### config.mk
export PLATFORM = sky130hd
export DESIGN_NAME = gold_code_gen
export DESIGN_NICKNAME = d
export VERILOG_FILES = /design/src/rtl/gold_pkg.sv /design/src/rtl/gold_lfsr.sv /design/src/rtl/gold_fsm.sv /design/src/rtl/gold_epoch.sv /design/src/rtl/gold_code_gen.sv
export SDC_FILE = /design/constraint.sdc
export NUM_CORES = 1
export LEC_CHECK = 0
export BUFFER_PORTS_ARGS = -buffer_cell sky130_fd_sc_hd__buf_4
export CAP_MARGIN = 20
export CORE_MARGIN = 5
export CORE_UTILIZATION = 58
export CTS_BUF_LIST = sky130_fd_sc_hd__clkbuf_16
export CTS_CLUSTER_DIAMETER = 200
export DETAILED_ROUTE_END_ITERATION = 12
export GPL_ROUTABILITY_DRIVEN = 0
export PLACE_DENSITY = 0.91
export SYNTH_ARGS = -nofsm -noshare
export SYNTH_HDL_FRONTEND = slang
export SYNTH_SLANG_ARGS = --single-unit
### constraint.sdc
create_clock -name clk -period 2.9 [get_ports clk]
set_clock_uncertainty 0.15 [all_clocks]
set_input_delay 0.145 -clock clk [delete_from_list [all_inputs] [get_ports clk]]
set_output_delay 0.145 -clock clk [all_outputs]
set_load 0.05 [all_outputs]
### src/rtl/gold_pkg.sv
package gold_pkg;

    typedef enum logic [1:0] {
        ST_IDLE = 2'd0,
        ST_RUN  = 2'd1,
        ST_HOLD = 2'd2
    } gen_state_e;

endpackage

### src/rtl/gold_lfsr.sv
module gold_lfsr #(
    parameter int             W       = 10,
    parameter logic [W-1:0]   TAPS    = {{(W-4){1'b0}}, 4'b1001},
    parameter logic [W-1:0]   RST_VAL = '1
) (
    input  logic         clk,
    input  logic         rst,
    input  logic         load,
    input  logic         step,
    input  logic [W-1:0] seed,
    output logic [W-1:0] state_o,
    output logic [W-1:0] next_o,
    output logic         bit_o
);

    logic [W-1:0] q;
    logic [W-1:0] nxt;
    logic [W-1:0] tapped;
    logic         fb;

    assign tapped = q & TAPS;
    assign fb     = ^tapped;

    generate
        for (genvar i = 0; i < W - 1; i++) begin : g_shift
            assign nxt[i] = q[i+1];
        end
    endgenerate
    assign nxt[W-1] = fb;

    always_ff @(posedge clk) begin
        if (rst) begin
            q <= RST_VAL;
        end else if (load) begin
            q <= seed;
        end else if (step) begin
            q <= nxt;
        end
    end

    assign state_o = q;
    assign next_o  = nxt;
    assign bit_o   = q[0];


    state_nonzero_chk: assert property (@(posedge clk) disable iff (rst)
        q != '0);


    load_seed_chk: assert property (@(posedge clk) disable iff (rst)
        load |=> q == $past(seed));


    hold_state_chk: assert property (@(posedge clk) disable iff (rst)
        (!load && !step) |=> $stable(q));

endmodule

### src/rtl/gold_fsm.sv
module gold_fsm (
    input  logic                  clk,
    input  logic                  rst,
    input  logic                  load,
    input  logic                  en,
    output gold_pkg::gen_state_e  state_o,
    output logic                  adv_o
);
    import gold_pkg::*;

    gen_state_e state_q;
    gen_state_e state_d;

    always_ff @(posedge clk) begin
        if (rst) begin
            state_q <= ST_IDLE;
        end else begin
            state_q <= state_d;
        end
    end

    always_comb begin
        state_d = state_q;
        if (load) begin
            state_d = ST_RUN;
        end else begin
            unique case (state_q)
                ST_IDLE: state_d = ST_IDLE;
                ST_RUN:  state_d = en ? ST_RUN : ST_HOLD;
                ST_HOLD: state_d = en ? ST_RUN : ST_HOLD;
                default: state_d = ST_IDLE;
            endcase
        end
    end

    always_comb begin
        adv_o = 1'b0;
        unique case (state_q)
            ST_IDLE: adv_o = 1'b0;
            ST_RUN:  adv_o = en && !load;
            ST_HOLD: adv_o = en && !load;
            default: adv_o = 1'b0;
        endcase
    end

    assign state_o = state_q;


    load_to_run_chk: assert property (@(posedge clk) disable iff (rst)
        load |=> state_q == ST_RUN);


    idle_stays_chk: assert property (@(posedge clk) disable iff (rst)
        (state_q == ST_IDLE && !load) |=> state_q == ST_IDLE);

endmodule

### src/rtl/gold_epoch.sv
module gold_epoch #(
    parameter int M = 10
) (
    input  logic clk,
    input  logic rst,
    input  logic load,
    input  logic adv,
    input  logic wrap,
    output logic epoch_o
);

    localparam logic [M-1:0] LAST = {{(M-1){1'b1}}, 1'b0};

    logic         ep_q;
    logic [M-1:0] cnt_q;

    always_ff @(posedge clk) begin
        if (rst) begin
            ep_q <= 1'b0;
        end else begin
            ep_q <= load || (adv && wrap);
        end
    end

    always_ff @(posedge clk) begin
        if (rst || load) begin
            cnt_q <= '0;
        end else if (adv) begin
            cnt_q <= (cnt_q == LAST) ? '0 : cnt_q + 1'b1;
        end
    end

    assign epoch_o = ep_q;


    period_len_chk: assert property (@(posedge clk) disable iff (rst)
        (adv && !load) |-> (wrap == (cnt_q == LAST)));


    epoch_single_chk: assert property (@(posedge clk) disable iff (rst)
        (ep_q && !load) |=> !ep_q);

endmodule

### src/rtl/gold_code_gen.sv
module gold_code_gen #(
    parameter int           M      = 10,
    parameter logic [M-1:0] TAPS_A = 10'h009,
    parameter logic [M-1:0] TAPS_B = 10'h34D
) (
    input  logic         clk,
    input  logic         rst,
    input  logic         load_i,
    input  logic [M-1:0] code_sel_i,
    input  logic         en_i,
    output logic         chip_o,
    output logic         epoch_o
);
    import gold_pkg::*;

    localparam logic [M-1:0] ONE_VAL = {{(M-1){1'b0}}, 1'b1};

    gen_state_e   state;
    logic         adv;
    logic [M-1:0] seed_b;
    logic [M-1:0] a_state, a_next, b_state, b_next;
    logic         a_bit, b_bit;
    logic         a_wrap;

    assign seed_b = (code_sel_i == '0) ? ONE_VAL : code_sel_i;

    gold_fsm u_fsm (
        .clk     (clk),
        .rst     (rst),
        .load    (load_i),
        .en      (en_i),
        .state_o (state),
        .adv_o   (adv)
    );

    gold_lfsr #(.W(M), .TAPS(TAPS_A), .RST_VAL('1)) u_reg_a (
        .clk     (clk),
        .rst     (rst),
        .load    (load_i),
        .step    (adv),
        .seed    ({M{1'b1}}),
        .state_o (a_state),
        .next_o  (a_next),
        .bit_o   (a_bit)
    );

    gold_lfsr #(.W(M), .TAPS(TAPS_B), .RST_VAL(ONE_VAL)) u_reg_b (
        .clk     (clk),
        .rst     (rst),
        .load    (load_i),
        .step    (adv),
        .seed    (seed_b),
        .state_o (b_state),
        .next_o  (b_next),
        .bit_o   (b_bit)
    );

    assign a_wrap = (a_next == '1);

    gold_epoch #(.M(M)) u_epoch (
        .clk     (clk),
        .rst     (rst),
        .load    (load_i),
        .adv     (adv),
        .wrap    (a_wrap),
        .epoch_o (epoch_o)
    );

    assign chip_o = a_bit ^ b_bit;


    zero_sel_chk: assert property (@(posedge clk) disable iff (rst)
        (load_i && code_sel_i == '0) |=> b_state == ONE_VAL);


    epoch_at_ones_chk: assert property (@(posedge clk) disable iff (rst)
        epoch_o |-> a_state == '1);


    idle_quiet_chk: assert property (@(posedge clk) disable iff (rst)
        (state == ST_IDLE && !load_i) |=> (!epoch_o && $stable(chip_o)));


    hold_chip_chk: assert property (@(posedge clk) disable iff (rst)
        (!en_i && !load_i) |=> $stable(chip_o));


    b_next_nonzero_chk: assert property (@(posedge clk) disable iff (rst)
        b_next != '0);

endmodule

## Word-level counts from Yosys, hierarchy flattened

Cells that the tools add are included.

- Register bits after elaboration: 23

- Equality and inequality tests: 3
- Mux-type cells: 7
- Bitwise operators: 2
- Reductions and logical operators: 11

Operators by type and width:

| operator | count |
|---|---|
| 10-bit two-way mux | 3 |
| 10-bit XOR reduction | 2 |
| 10-bit equality test (second input constant) | 1 |
| 10-bit logical NOT | 1 |
| 2-bit OR reduction | 2 |
| 1-bit two-way mux | 3 |
| 3-bit OR reduction | 1 |
| 2-bit by 1-bit equality test with 1-bit output (second input constant) | 1 |
| 2-bit equality test (second input constant) | 1 |
| 1-bit logical AND | 2 |
| 2-bit two-way mux | 1 |
| 2-bit nonzero test | 1 |
| 1-bit logical NOT | 1 |
| 1-bit logical OR | 1 |
| 1-bit inverter | 1 |
| 1-bit XOR | 1 |

## Logic depth before layout (Yosys ltp)

Gate-level depths: netlist (run 1).

- Word-level depth: 5
- Depth in mapped cells: 5
- Depth with buffers taken out: 4

## By module

Synthesis (run 1) repeated with hierarchy kept, for this count alone.

- Cells, all modules: 147
- Area total of the unflattened synthesis: 1353.8 µm²

Modules (own cells, without submodules):

| module | times used | cells an instance | area an instance (µm²) | sequential area each (µm²) |
|---|---|---|---|---|
| gold_lfsr at u_reg_b | 1 | 61 | 613.1 | 200.2 |
| gold_lfsr at u_reg_a | 1 | 56 | 541.8 | 200.2 |
| gold_code_gen | 1 | 19 | 91.3 | 0.0 |
| gold_fsm | 1 | 8 | 78.8 | 40.0 |
| gold_epoch | 1 | 3 | 28.8 | 20.0 |

## Worst setup path after synthesis (run 1)

OpenSTA, ideal clock, no wires.

- Path kind: register to output
- Start: reg u_reg_a.q[0], in the netlist u_reg_a.state_o[0]
- End: out chip_o
- Arrival: 1.125 ns
- Required time: 2.605 ns
- Path slack: 1.480 ns
- Stages on the path, launching flop included: 2
- Path buffers: 0
- Cells stage by stage: dfxtp_1 -> xor2_1

- Longest elaborated chain between the ends: 1

RTL lines:

| what | line | source |
|---|---|---|
| start, declared | gold_lfsr.sv:16 | `logic [W-1:0] q;` |
| start signal, assigned | gold_lfsr.sv:37 | `q <= nxt;` |
| 1-bit XOR | gold_code_gen.sv:69 | `assign chip_o = a_bit ^ b_bit;` |
| end, declared | gold_code_gen.sv:11 | `output logic chip_o,` |

Every way passes these cells.

## Final worst setup path (run 1)

- Start: reg u_fsm.state_q[0], in the netlist u_fsm.state_o[0]
- End: reg u_reg_b.q[9], in the netlist u_reg_b.state_o[9]

- Longest elaborated chain between the ends: 4
- Elaborated cells on any way between the ends: 5
- Those cells by class: eq/ne: 2; mux: 1; reduce/logical: 2

RTL lines:

| what | line | source |
|---|---|---|
| start, declared | gold_fsm.sv:11 | `gen_state_e state_q;` |
| start signal, assigned | gold_fsm.sv:18 | `state_q <= state_d;` |
| 2-bit by 1-bit equality test with 1-bit output or 2-bit equality test (tied branches) | gold_fsm.sv:38 | `unique case (state_q)` |
| 2-bit OR reduction (no line) * | n/a |  |
| 1-bit two-way mux * | n/a |  |
| 2-bit nonzero test (no line) * | n/a |  |
| end signal, assigned | gold_lfsr.sv:37 |  |
| end, declared | gold_lfsr.sv:16 |  |

Mark *: on every way between the ends. The rest lies on a longest branch, timed or not.
A chain may end at the register's enable or synchronous reset.

==> results of run 1 <==
[cell usage after synthesis, types with 2 or more instances]
cell      number  area share (%)
clkbuf_1       2            0.73
nor4_1         2             1.2
a21oi_1        2            0.97
nand2_1       39              14
buf_2          3             1.5
dfxtp_1       23              44
xnor2_1        5             4.2
nor2_1        13             4.7
nand3_1       10             4.8
xor2_1         3             2.5
a311oi_2       8              12
[final timing paths]
path	start	to	slack, ps
worst min-delay path	code_sel_i[0]	u_reg_b.state_o[0]$_SDFFE_PP1P_	10
worst min register to register	u_reg_a.state_o[4]$_SDFFE_PP1P_	u_reg_a.state_o[4]$_SDFFE_PP1P_	340
worst max register to register	u_fsm.state_o[0]$_SDFF_PP0_	u_reg_b.state_o[9]$_SDFFE_PP0P_	990
worst max-delay path	u_fsm.state_o[0]$_SDFF_PP0_	u_reg_b.state_o[9]$_SDFFE_PP0P_	990
[layer usage]
metal  track usage, %  routed length, um  vias to the layer above
met4            7.660                 40                        0
met1            24.38               1007                      419
met3            5.413                125                        4
li1                 -                  -                      453
met5                0                  0                        -
met2            31.17               1127                       22
[sequential cells by signal, indices dropped and copies added, names as in the netlist]
| register | flops |
|---|---|
| u_epoch.epoch_o | 1 |
| u_fsm.state_o | 2 |
| u_reg_a.state_o | 10 |
| u_reg_b.state_o | 10 |
[critical path, delay by kind of cell, from the launching register on]
family / cells / cell delay (ps)
AO/OA/AOI/OAI: 1 / 340
XOR/XNOR: 1 / 250
flip-flops: 1 / 320
AND/OR/NAND/NOR: 2 / 730
[stage by stage]
step	cells	total power, mW	hold slack [ps]	util, %
CTS	162	0.7537	3.728	72.60
global route	162	0.7895	5.649	72.60
detailed placement	156	0.4620	180.3	66.81
global placement	156	0.4560	172.8	66.81
floorplan	123	0.4293	62.86	-
finish	162	0.7500	10.81	72.60
[area by class of cell]
class                           instances  area (um^2)  share of cell area, %
Timing Repair Buffer                   17        132.6                  10.70
Clock buffer                            3        75.07                  6.054
Clock inverter                          1        3.754                 0.3027
Multi-Input combinational cell         92        533.0                  42.99
Tap cell                               25        31.28                  2.523
Inverter                                1        3.754                 0.3027
Sequential cell                        23        460.4                  37.13
[logic make-up after synthesis]
group           count (synthesis)  synth area share [%]
compound gates                 16                 17.29
buf+inv                         8                 3.989
simple gates                   68                 27.45
flops                          23                 44.50
xor+xnor                        8                 6.772
[report_power, final]
part	switching (mW)	internal (mW)	total [mW]
Sequential	0.0134	0.333	0.346
Clock	0.106	0.184	0.290
Combinational	0.0646	0.0492	0.114
==> summary.log, run 1 <==
[clock_tree] hold_buf cts 2
[critical_path] slowest CP cell and2_1
[grt] antenna violations before repair 0
[clock_tree] TritonCTS sink count 23
[sta] fmax 523.5 MHz
[clock_tree] H-tree depth 1
[logic_synthesis] sequential area share after synthesis 44.50%
[logic_synthesis] number of synthesis warnings 0
[min_path] worst min-delay path category input pin to flop
[final_layout] most frequent cells in the layout nand2_1, dfxtp_1, buf_4, nor2_1, nand3_1
[grt] remaining global-route overflow 0
[logic_synthesis] flip-flop and latch count after synthesis 23
[clock_tree] number of buffers inserted to repair setup after CTS 0
[logic_synthesis] asr flop ratio synth 0%
[final_layout] Final Instance Area 0.001240 mm^2
[critical_path] kind of start point of the critical path flop
[logic_synthesis] Cells after Synth 123
[clock_tree] number of clock buffers inserted by TritonCTS 3
[power] power density over cell area 604.9 mW/mm^2
[floorplanning] Die X 52.24 um
[floorplanning] number of top-level design ports 16
[place] worst slack at placement 1003 ps
[critical_path] signal arrival time at the worst endpoint 1900 ps
[sta] setup repair after global routing missed its margin no
[clock_tree] TritonCTS clock tree done
[clock_tree] Clock Tree Buf Depth 2
[clock_tree] Clock Pin Slew Worst Setup and Hold Paths 60 ps
[logic_synthesis] EDFF count, synth 0
[clock_tree] worst skew pair latency 250 ps
[logic_synthesis] synth unique cells 24
[run] number of maximum-capacitance constraint violations 0
[logic_synthesis] Post-Syn Nets 137
[status] result of the run finished clean
[sta] final-report max-slew violation count 0
[floorplanning] vertical die dimension 52.24 um
[route] number of DRC violations after detailed-routing iteration 0 34
[clock_tree] count of instances resized after the clock tree is built 0
[logic_synthesis] average size of a mapped cell 8.413 um^2
[clock_tree] Clk Tree Root Cell clkbuf_16
[final_layout] nets@finish 152
[critical_path] maximum cell stage delay along the critical path 610 ps
[sta] final setup slack of the worst path 989.6 ps
[sta] clock period minus worst slack 1910 ps
[grt] pin count of the biggest net entering global routing 22
[critical_path] worst-case reg-to-reg path depth 4
[place] Detailed Place HPWL 1572 um
[sta] Final Hold Violating Endpoints 0
[final_layout] filler instances 117
[route] count of nets left with antenna violations after detail routing 0
[place] Placed Area 0.001141 mm^2
[power] VDD IR max 0.0003452 V
[grt] first-pass GRT wire length 3822 um
[logic_synthesis] summed instance area of the synthesized netlist 0.001035 mm^2
[floorplanning] Total Die Area 0.002729 mm^2
[final_layout] share of final-layout standard cells stronger than drive strength 1 18.98%
[route] drc violations 0
[route] DRT Pass-1 Iters 4
[critical_path] critical setup path kind flop to flop
[critical_path] Crit path required time 2890 ps
[grt] global-route usage over all layers 19.38%
[floorplanning] core footprint 0.001708 mm^2
[sta] Period Utilization, post-route 65.87%
[logic_synthesis] Synth Flop Type dfxtp_1
[critical_path] highest fanout seen on the critical path 21
[place] I/O Buffers 15
[floorplanning] initial core utilization 60.59%
[route] total via count after detailed routing 898
[sta] Worst-Margin Slew 693.7 ps
[sta] total of endpoints with negative setup slack in the final report 0
[grt] number of global-route vias before repair 852
[route] Detailed Route WL 2300 um
[final_layout] synthesis-to-finish area growth 19.83%
[sta] Rel. slew slack 53.58%
[sta] Setup TNS 0 ps
[critical_path] CP Capture Type flop
[route] via count normalized by instance count 5.543
[route] average routed wire per standard cell 14.20 um
[critical_path] critical path, cell by cell xor2_1, and2_1, nor4b_1, a311o_1
[power] static leakage 0.5246 nW
[final_layout] most common cell after layout, fill and taps aside nand2_1
[min_path] hold-critical path depth 3
[floorplanning] Site Rows 15
[final_layout] antenna diode instance count 0
(Power assumes the default switching activity.)
==> inputs of run 2 (changes only) <==
- ABC_AREA: unset -> 1
- CORE_UTILIZATION: 58 -> 55
- PLACE_DENSITY: 0.91 -> 0.87
- clock period: 2.9 -> 1.8 ns (I/O delays scaled with it)
==> run 2 against run 1 <==
Effect of this change: the flow now finishes with violations (hold timing); via count rose by 24%; sequential share of layout area fell by 3.9 points; final area rose by 12%; register-to-register slack got worse by 660 ps.
==> summary.log, run 2 <==
[critical_path] maximum cell stage delay along the critical path 530 ps
[critical_path] Worst R2R Start u_fsm.state_o[0]$_SDFF_PP0_
[final_layout] most common cell after layout, fill and taps aside nand2_1
[critical_path] destination of the worst register-to-register timing path u_reg_b.state_o[8]$_SDFFE_PP0P_
[sta] Setup TNS 0 ps
[place] worst slack at placement 374.5 ps
[logic_synthesis] biggest area consumer among synthesized cells dfxtp_1
[logic_synthesis] number of synthesis warnings 0
[sta] clock period minus worst slack 1481 ps
[floorplanning] number of top-level design ports 16
[power] power density over cell area 870.3 mW/mm^2
[power] Design Power 1.205 mW
[clock_tree] number of buffers inserted to repair setup after CTS 0
[floorplanning] Site Rows 16
[clock_tree] TritonCTS clock tree done
[logic_synthesis] share of the synthesized area in the top cell type 41.26%
[sta] final setup slack of the worst path 319.2 ps
[route] drc violations 0
[critical_path] critical path, cell by cell dlygate4sd3_1, buf_4, nand3_4, nor2_8, nand2_1, a31oi_1
[clock_tree] count of instances resized after the clock tree is built 0
[run] number of maximum-capacitance constraint violations 0
[route] total via count after detailed routing 1118
[logic_synthesis] EDFF count, synth 0
[power] static leakage 0.6246 nW
[final_layout] share of the core filled with cells in the final layout 71.33%
[final_layout] most frequent cells in the layout nand2_1, dfxtp_1, buf_4, inv_1, nor2_1
[clock_tree] Clock Tree Buf Depth 2
[floorplanning] vertical die dimension 55.05 um
[final_layout] nets@finish 198
[sta] hold slack -1.199 ps
[final_layout] filler instances 171
[min_path] start point of the worst hold path code_sel_i[3]
[clock_tree] Clock Pin Slew Worst Setup and Hold Paths 60 ps
[final_layout] multi-input logic area 554.3 um^2
[place] Placed Instances 198
[clock_tree] Clk Tree Root Cell clkbuf_16
[logic_synthesis] synth unique cells 23
[final_layout] count of non-filler cells in the finished layout 210
[clock_tree] number of clock buffers inserted by TritonCTS 3
[logic_synthesis] asr flop ratio synth 0%
[final_layout] Final Instance Area 0.001385 mm^2
[critical_path] CP Capture Type flop
[sta] fmax 675.3 MHz
[logic_synthesis] Cells after Synth 160
[clock_tree] TritonCTS sink count 23
[grt] number of global-route vias before repair 1035
[grt] antenna violations before repair 0
[sta] Final Hold Violating Endpoints 1
[critical_path] kind of start point of the critical path input pin
[final_layout] area taken by flip-flops and latches 460.4 um^2
[floorplanning] initial core utilization 57.47%
[route] average routed wire per standard cell 12.74 um
[final_layout] synthesis-to-finish area growth 24.10%
[critical_path] buffers and inverters on the worst path 2
[critical_path] delay-heaviest family, CP buffers and inverters
[grt] pin count of the biggest net entering global routing 19
[logic_synthesis] Synth Flop Type dfxtp_1
[critical_path] critical setup path kind input pin to flop
[power] VDD IR max 0.0006394 V
[grt] global-route usage over all layers 20.72%
[place] I/O Buffers 15
[floorplanning] Die X 55.05 um
[logic_synthesis] flip-flop and latch count after synthesis 23
[logic_synthesis] most area-consuming cells after synthesis dfxtp_1, nand2_1, inv_1, nor2_1, a21oi_1
[sta] total of endpoints with negative setup slack in the final report 0
[min_path] hold-critical path depth 3
[route] count of nets left with antenna violations after detail routing 0
[route] DRT Pass-1 Iters 5
[place] Detailed Place HPWL 1724 um
[sta] setup repair after global routing missed its margin no
[clock_tree] H-tree depth 1
[final_layout] share of final-layout standard cells stronger than drive strength 1 18.03%
[logic_synthesis] most used standard cells in the synthesized netlist nand2_1, dfxtp_1, inv_1, nor2_1, a21oi_1
[grt] first-pass GRT wire length 4402 um
[critical_path] signal arrival time at the worst endpoint 1510 ps
[floorplanning] Total Die Area 0.003030 mm^2
[logic_synthesis] summed instance area of the synthesized netlist 0.001116 mm^2
[logic_synthesis] Post-Syn Nets 174
[logic_synthesis] average size of a mapped cell 6.975 um^2
[sta] final-report max-slew violation count 0
[critical_path] worst-case register-to-register setup slack 330 ps
[route] via count normalized by instance count 5.324
[critical_path] highest fanout seen on the critical path 18
[final_layout] antenna diode instance count 0
[sta] Worst-Margin Slew 291.0 ps
[critical_path] Crit path required time 1820 ps
[status] failing checks hold timing
[sta] Rel. slew slack 80.53%
[logic_synthesis] sequential area share after synthesis 41.26%
[place] Placed Area 0.001225 mm^2
[critical_path] slowest CP cell dlygate4sd3_1
[route] number of DRC violations after detailed-routing iteration 0 41
[min_path] worst min-delay path category input pin to flop
[clock_tree] worst skew pair latency 250 ps
[logic_synthesis] library cell with the highest instance count after synthesis nand2_1
[critical_path] worst-case reg-to-reg path depth 6
[route] Detailed Route WL 2676 um
[min_path] Worst Hold Endpoint u_reg_b.state_o[3]$_SDFFE_PP0P_
[floorplanning] core footprint 0.001942 mm^2
[grt] remaining global-route overflow 0
[sta] Period Utilization, post-route 82.27%
[status] result of the run complete, but fails checks
run 2: changes by cell type in the layout (fill, tap and decap cells not counted), sizes merged, moves of 2 or more:
cell         delta
a31oi           +7
nor4            -2
inv            +16
nand3           -2
nand2          +30
xnor2           -5
a311oi          -9
dlygate4sd3     +6
a21oi           +8
run 2: report_power, final:
group	switching (mW)	total, mW	leakage (nW)	internal [mW]
Clock	0.175	0.473	0.0409	0.298
Sequential	0.0208	0.553	0.189	0.533
Combinational	0.105	0.179	0.395	0.0738
run 2: how the worst max path moves through the flow:
stage                                                from                         endpoint  slack [ps]  depth (start not counted)
after CTS                     u_fsm.state_o[0]$_SDFF_PP0_  u_reg_b.state_o[8]$_SDFFE_PP0P_         340                          6
after global placement        u_fsm.state_o[0]$_SDFF_PP0_  u_reg_b.state_o[5]$_SDFFE_PP0P_         440                          6
after floorplan           u_reg_b.state_o[0]$_SDFFE_PP1P_                           chip_o         430                          1
final                                                en_i  u_reg_b.state_o[8]$_SDFFE_PP0P_         320                          6
after detailed placement      u_fsm.state_o[0]$_SDFF_PP0_  u_reg_b.state_o[8]$_SDFFE_PP0P_         370                          6
after global routing          u_fsm.state_o[0]$_SDFF_PP0_  u_reg_b.state_o[2]$_SDFFE_PP0P_         210                          6
run 2: area by class of cell:
class	instances	area share [%]
well taps	27	2.439
clock inverters	1	0.3613
repair buffers	23	13.91
flip-flops and latches	23	33.24
multi-input cells	116	40.02
inverters	17	4.607
clock buffers	3	5.420
run 2: per-layer routing:
layer | global-route usage (%) | up-vias | share of wire, %
li1 | - | 554 | -
met1 | 24.59 | 503 | 40
met2 | 32.68 | 46 | 48
met3 | 5.094 | 15 | 6.2
met4 | 14.17 | 0 | 5.2
met5 | 0 | - | 0
run 2: cell families after synthesis:
| kind of cell | count (synthesis) | synth area share (%) |
|---|---|---|
| and+or+nand+nor | 94 | 36.55 |
| xor gates and xnor gates | 3 | 2.355 |
| DFF | 23 | 41.26 |
| AOI/OAI and AO/OA | 19 | 10.76 |
| buffers and inverters | 21 | 9.080 |
run 2: worst min-delay path, cell delays in order:
cell,delay (ps)
buf_4,90
a22oi_1,80
a21oi_1,110
run 2: what timing repair did:
action                                  4_1_cts  5_1_grt
hold buffers                                  8        0
hold endpoints to repair                     13        0
endpoints found under the setup margin        0        0
==> inputs of run 3 (changes only) <==
- clock period: 1.8 -> 1.45 ns (I/O delays scaled with it)
==> run 3 against run 2 <==
Effect of this change: largest power group unchanged; flip-flop and latch count did not move; critical endpoint is now u_reg_b.state_o[1]$_SDFFE_PP0P_; largest cell class unchanged; highest routed layer unchanged; register-to-register slack worse by 270 ps; critical path type is now flop to flop; the flow now finishes without violations; core utilization increased by 4.2 points.
==> summary.log, run 3 (same netlist as run 2, synthesis figures left out) <==
[critical_path] CP Capture Type flop
[power] Design Power 1.537 mW
[clock_tree] worst skew pair latency 260 ps
[place] I/O Buffers 15
[sta] Final Hold Violating Endpoints 0
[route] Detailed Route WL 3156 um
[clock_tree] number of clock buffers inserted by TritonCTS 3
[route] drc violations 0
[critical_path] kind of start point of the critical path flop
[route] number of DRC violations after detailed-routing iteration 0 65
[power] power density over cell area 1048 mW/mm^2
[min_path] hold-critical path depth 5
[clock_tree] TritonCTS sink count 23
[sta] Rel. slew slack 81.72%
[critical_path] buffers and inverters on the worst path 1
[route] total via count after detailed routing 1203
[critical_path] signal arrival time at the worst endpoint 1430 ps
[critical_path] worst-case reg-to-reg path depth 6
[grt] remaining global-route overflow 0
[sta] Worst-Margin Slew 271.3 ps
[final_layout] most frequent cells in the layout nand2_1, dfxtp_1, buf_4, inv_1
[critical_path] critical setup path kind flop to flop
[power] VDD IR max 0.0007914 V
[sta] hold slack 26.38 ps
[final_layout] antenna diode instance count 0
[grt] pin count of the biggest net entering global routing 15
[sta] final-report max-slew violation count 0
[critical_path] destination of the worst register-to-register timing path u_reg_b.state_o[1]$_SDFFE_PP0P_
[grt] global-route usage over all layers 22.06%
[floorplanning] initial core utilization 57.47%
[grt] number of global-route vias before repair 1056
[min_path] worst min-delay path category input pin to flop
[critical_path] delay-heaviest family, CP simple AND/OR/NAND/NOR gates
[sta] clock period minus worst slack 1393 ps
[critical_path] worst-case register-to-register setup slack 60 ps
[status] result of the run finished clean
[final_layout] most common cell after layout, fill and taps aside nand2_1
[route] via count normalized by instance count 5.493
[run] number of maximum-capacitance constraint violations 0
[route] count of nets left with antenna violations after detail routing 0
[sta] total of endpoints with negative setup slack in the final report 0
[floorplanning] Total Die Area 0.003030 mm^2
[place] Detailed Place HPWL 1724 um
[critical_path] Crit path required time 1480 ps
[clock_tree] Clk Tree Root Cell clkbuf_16
[critical_path] critical path, cell by cell inv_1, nand2_2, nand3_4, nor2_4, nand2_1, a31oi_1
[sta] Period Utilization, post-route 96.06%
[grt] first-pass GRT wire length 4698 um
[min_path] start point of the worst hold path code_sel_i[9]
[min_path] Worst Hold Endpoint u_reg_b.state_o[9]$_SDFFE_PP0P_
[sta] fmax 717.9 MHz
[clock_tree] Clock Pin Slew Worst Setup and Hold Paths 60 ps
[floorplanning] Die X 55.05 um
[grt] antenna violations before repair 0
[power] static leakage 0.6628 nW
[critical_path] highest fanout seen on the critical path 7
[clock_tree] Clock Tree Buf Depth 2
[floorplanning] core footprint 0.001942 mm^2
[route] DRT Pass-1 Iters 5
[floorplanning] Site Rows 16
[floorplanning] vertical die dimension 55.05 um
[critical_path] Worst R2R Start u_fsm.state_o[0]$_SDFF_PP0_
[floorplanning] number of top-level design ports 16
[critical_path] slowest CP cell dfxtp_1
[final_layout] filler instances 143
[final_layout] nets@finish 207
[clock_tree] H-tree depth 1
[final_layout] share of final-layout standard cells stronger than drive strength 1 20.83%
[route] average routed wire per standard cell 14.41 um
[final_layout] synthesis-to-finish area growth 31.39%
[critical_path] maximum cell stage delay along the critical path 330 ps
[clock_tree] TritonCTS clock tree done
[sta] Setup TNS 0 ps
-- run 3: metal layers --
metal	wire length, um	track usage, %	up-vias
li1	-	-	568
met1	1214	25.90	553
met2	1609	39.37	73
met3	275	4.290	9
met4	56	8.097	0
met5	0	0	-
-- run 3: where the power goes --
part | internal, mW | total, mW | leakage, nW | switching (mW)
Clock | 0.371 | 0.600 | 0.0409 | 0.229
Sequential | 0.661 | 0.688 | 0.189 | 0.0268
Combinational | 0.106 | 0.249 | 0.433 | 0.143
-- run 3: through the flow --
step | util [%] | setup slack, ps | cells | cell area, um^2
floorplan | - | 101.5 | 160 | 1116
finish | 75.52 | 57.14 | 219 | 1466
global route | 75.52 | -8.463 | 219 | 1466
CTS | 73.65 | 17.31 | 215 | 1430
detailed placement | 63.08 | 24.46 | 198 | 1225
global placement | 63.08 | 85.32 | 198 | 1225
-- run 3: worst max-delay path by stage --
| stage | startpoint | end | slack, ps | cells after the start |
|---|---|---|---|---|
| after floorplan | u_reg_b.state_o[0]$_SDFFE_PP1P_ | chip_o | 100 | 1 |
| after global placement | u_fsm.state_o[0]$_SDFF_PP0_ | u_reg_b.state_o[5]$_SDFFE_PP0P_ | 90 | 6 |
| after detailed placement | u_fsm.state_o[0]$_SDFF_PP0_ | u_reg_b.state_o[8]$_SDFFE_PP0P_ | 20 | 6 |
| after CTS | u_fsm.state_o[0]$_SDFF_PP0_ | u_reg_b.state_o[8]$_SDFFE_PP0P_ | 20 | 6 |
| after global routing | u_fsm.state_o[0]$_SDFF_PP0_ | u_reg_b.state_o[1]$_SDFFE_PP0P_ | -8 | 6 |
| final | u_fsm.state_o[0]$_SDFF_PP0_ | u_reg_b.state_o[1]$_SDFFE_PP0P_ | 60 | 6 |
-- run 3: area by class of cell --
class | instances | area [um^2] | share of cell area, %
inverter | 17 | 63.81 | 4.352
timing repair buffer | 31 | 260.3 | 17.75
clock buffer | 3 | 75.07 | 5.119
multi-input combinational | 117 | 568.0 | 38.74
tap | 27 | 33.78 | 2.304
clock inverter | 1 | 5.005 | 0.3413
sequential | 23 | 460.4 | 31.40
-- run 3: what timing repair did --
action,in CTS,in global routing
cloned,0,1
pin swaps,1,3
setup endpoints to repair,1,20
buffers inserted,2,3
endpoints found under the hold margin,13,0
resized for setup,0,1
hold buffers,11,0
-- run 3: tightest hold or removal path: cells and delay by family --
| kind | cells | cell delay (ps) |
|---|---|---|
| buf+inv | 2 | 160 |
| simple gates | 2 | 110 |
| compound gates | 1 | 40 |
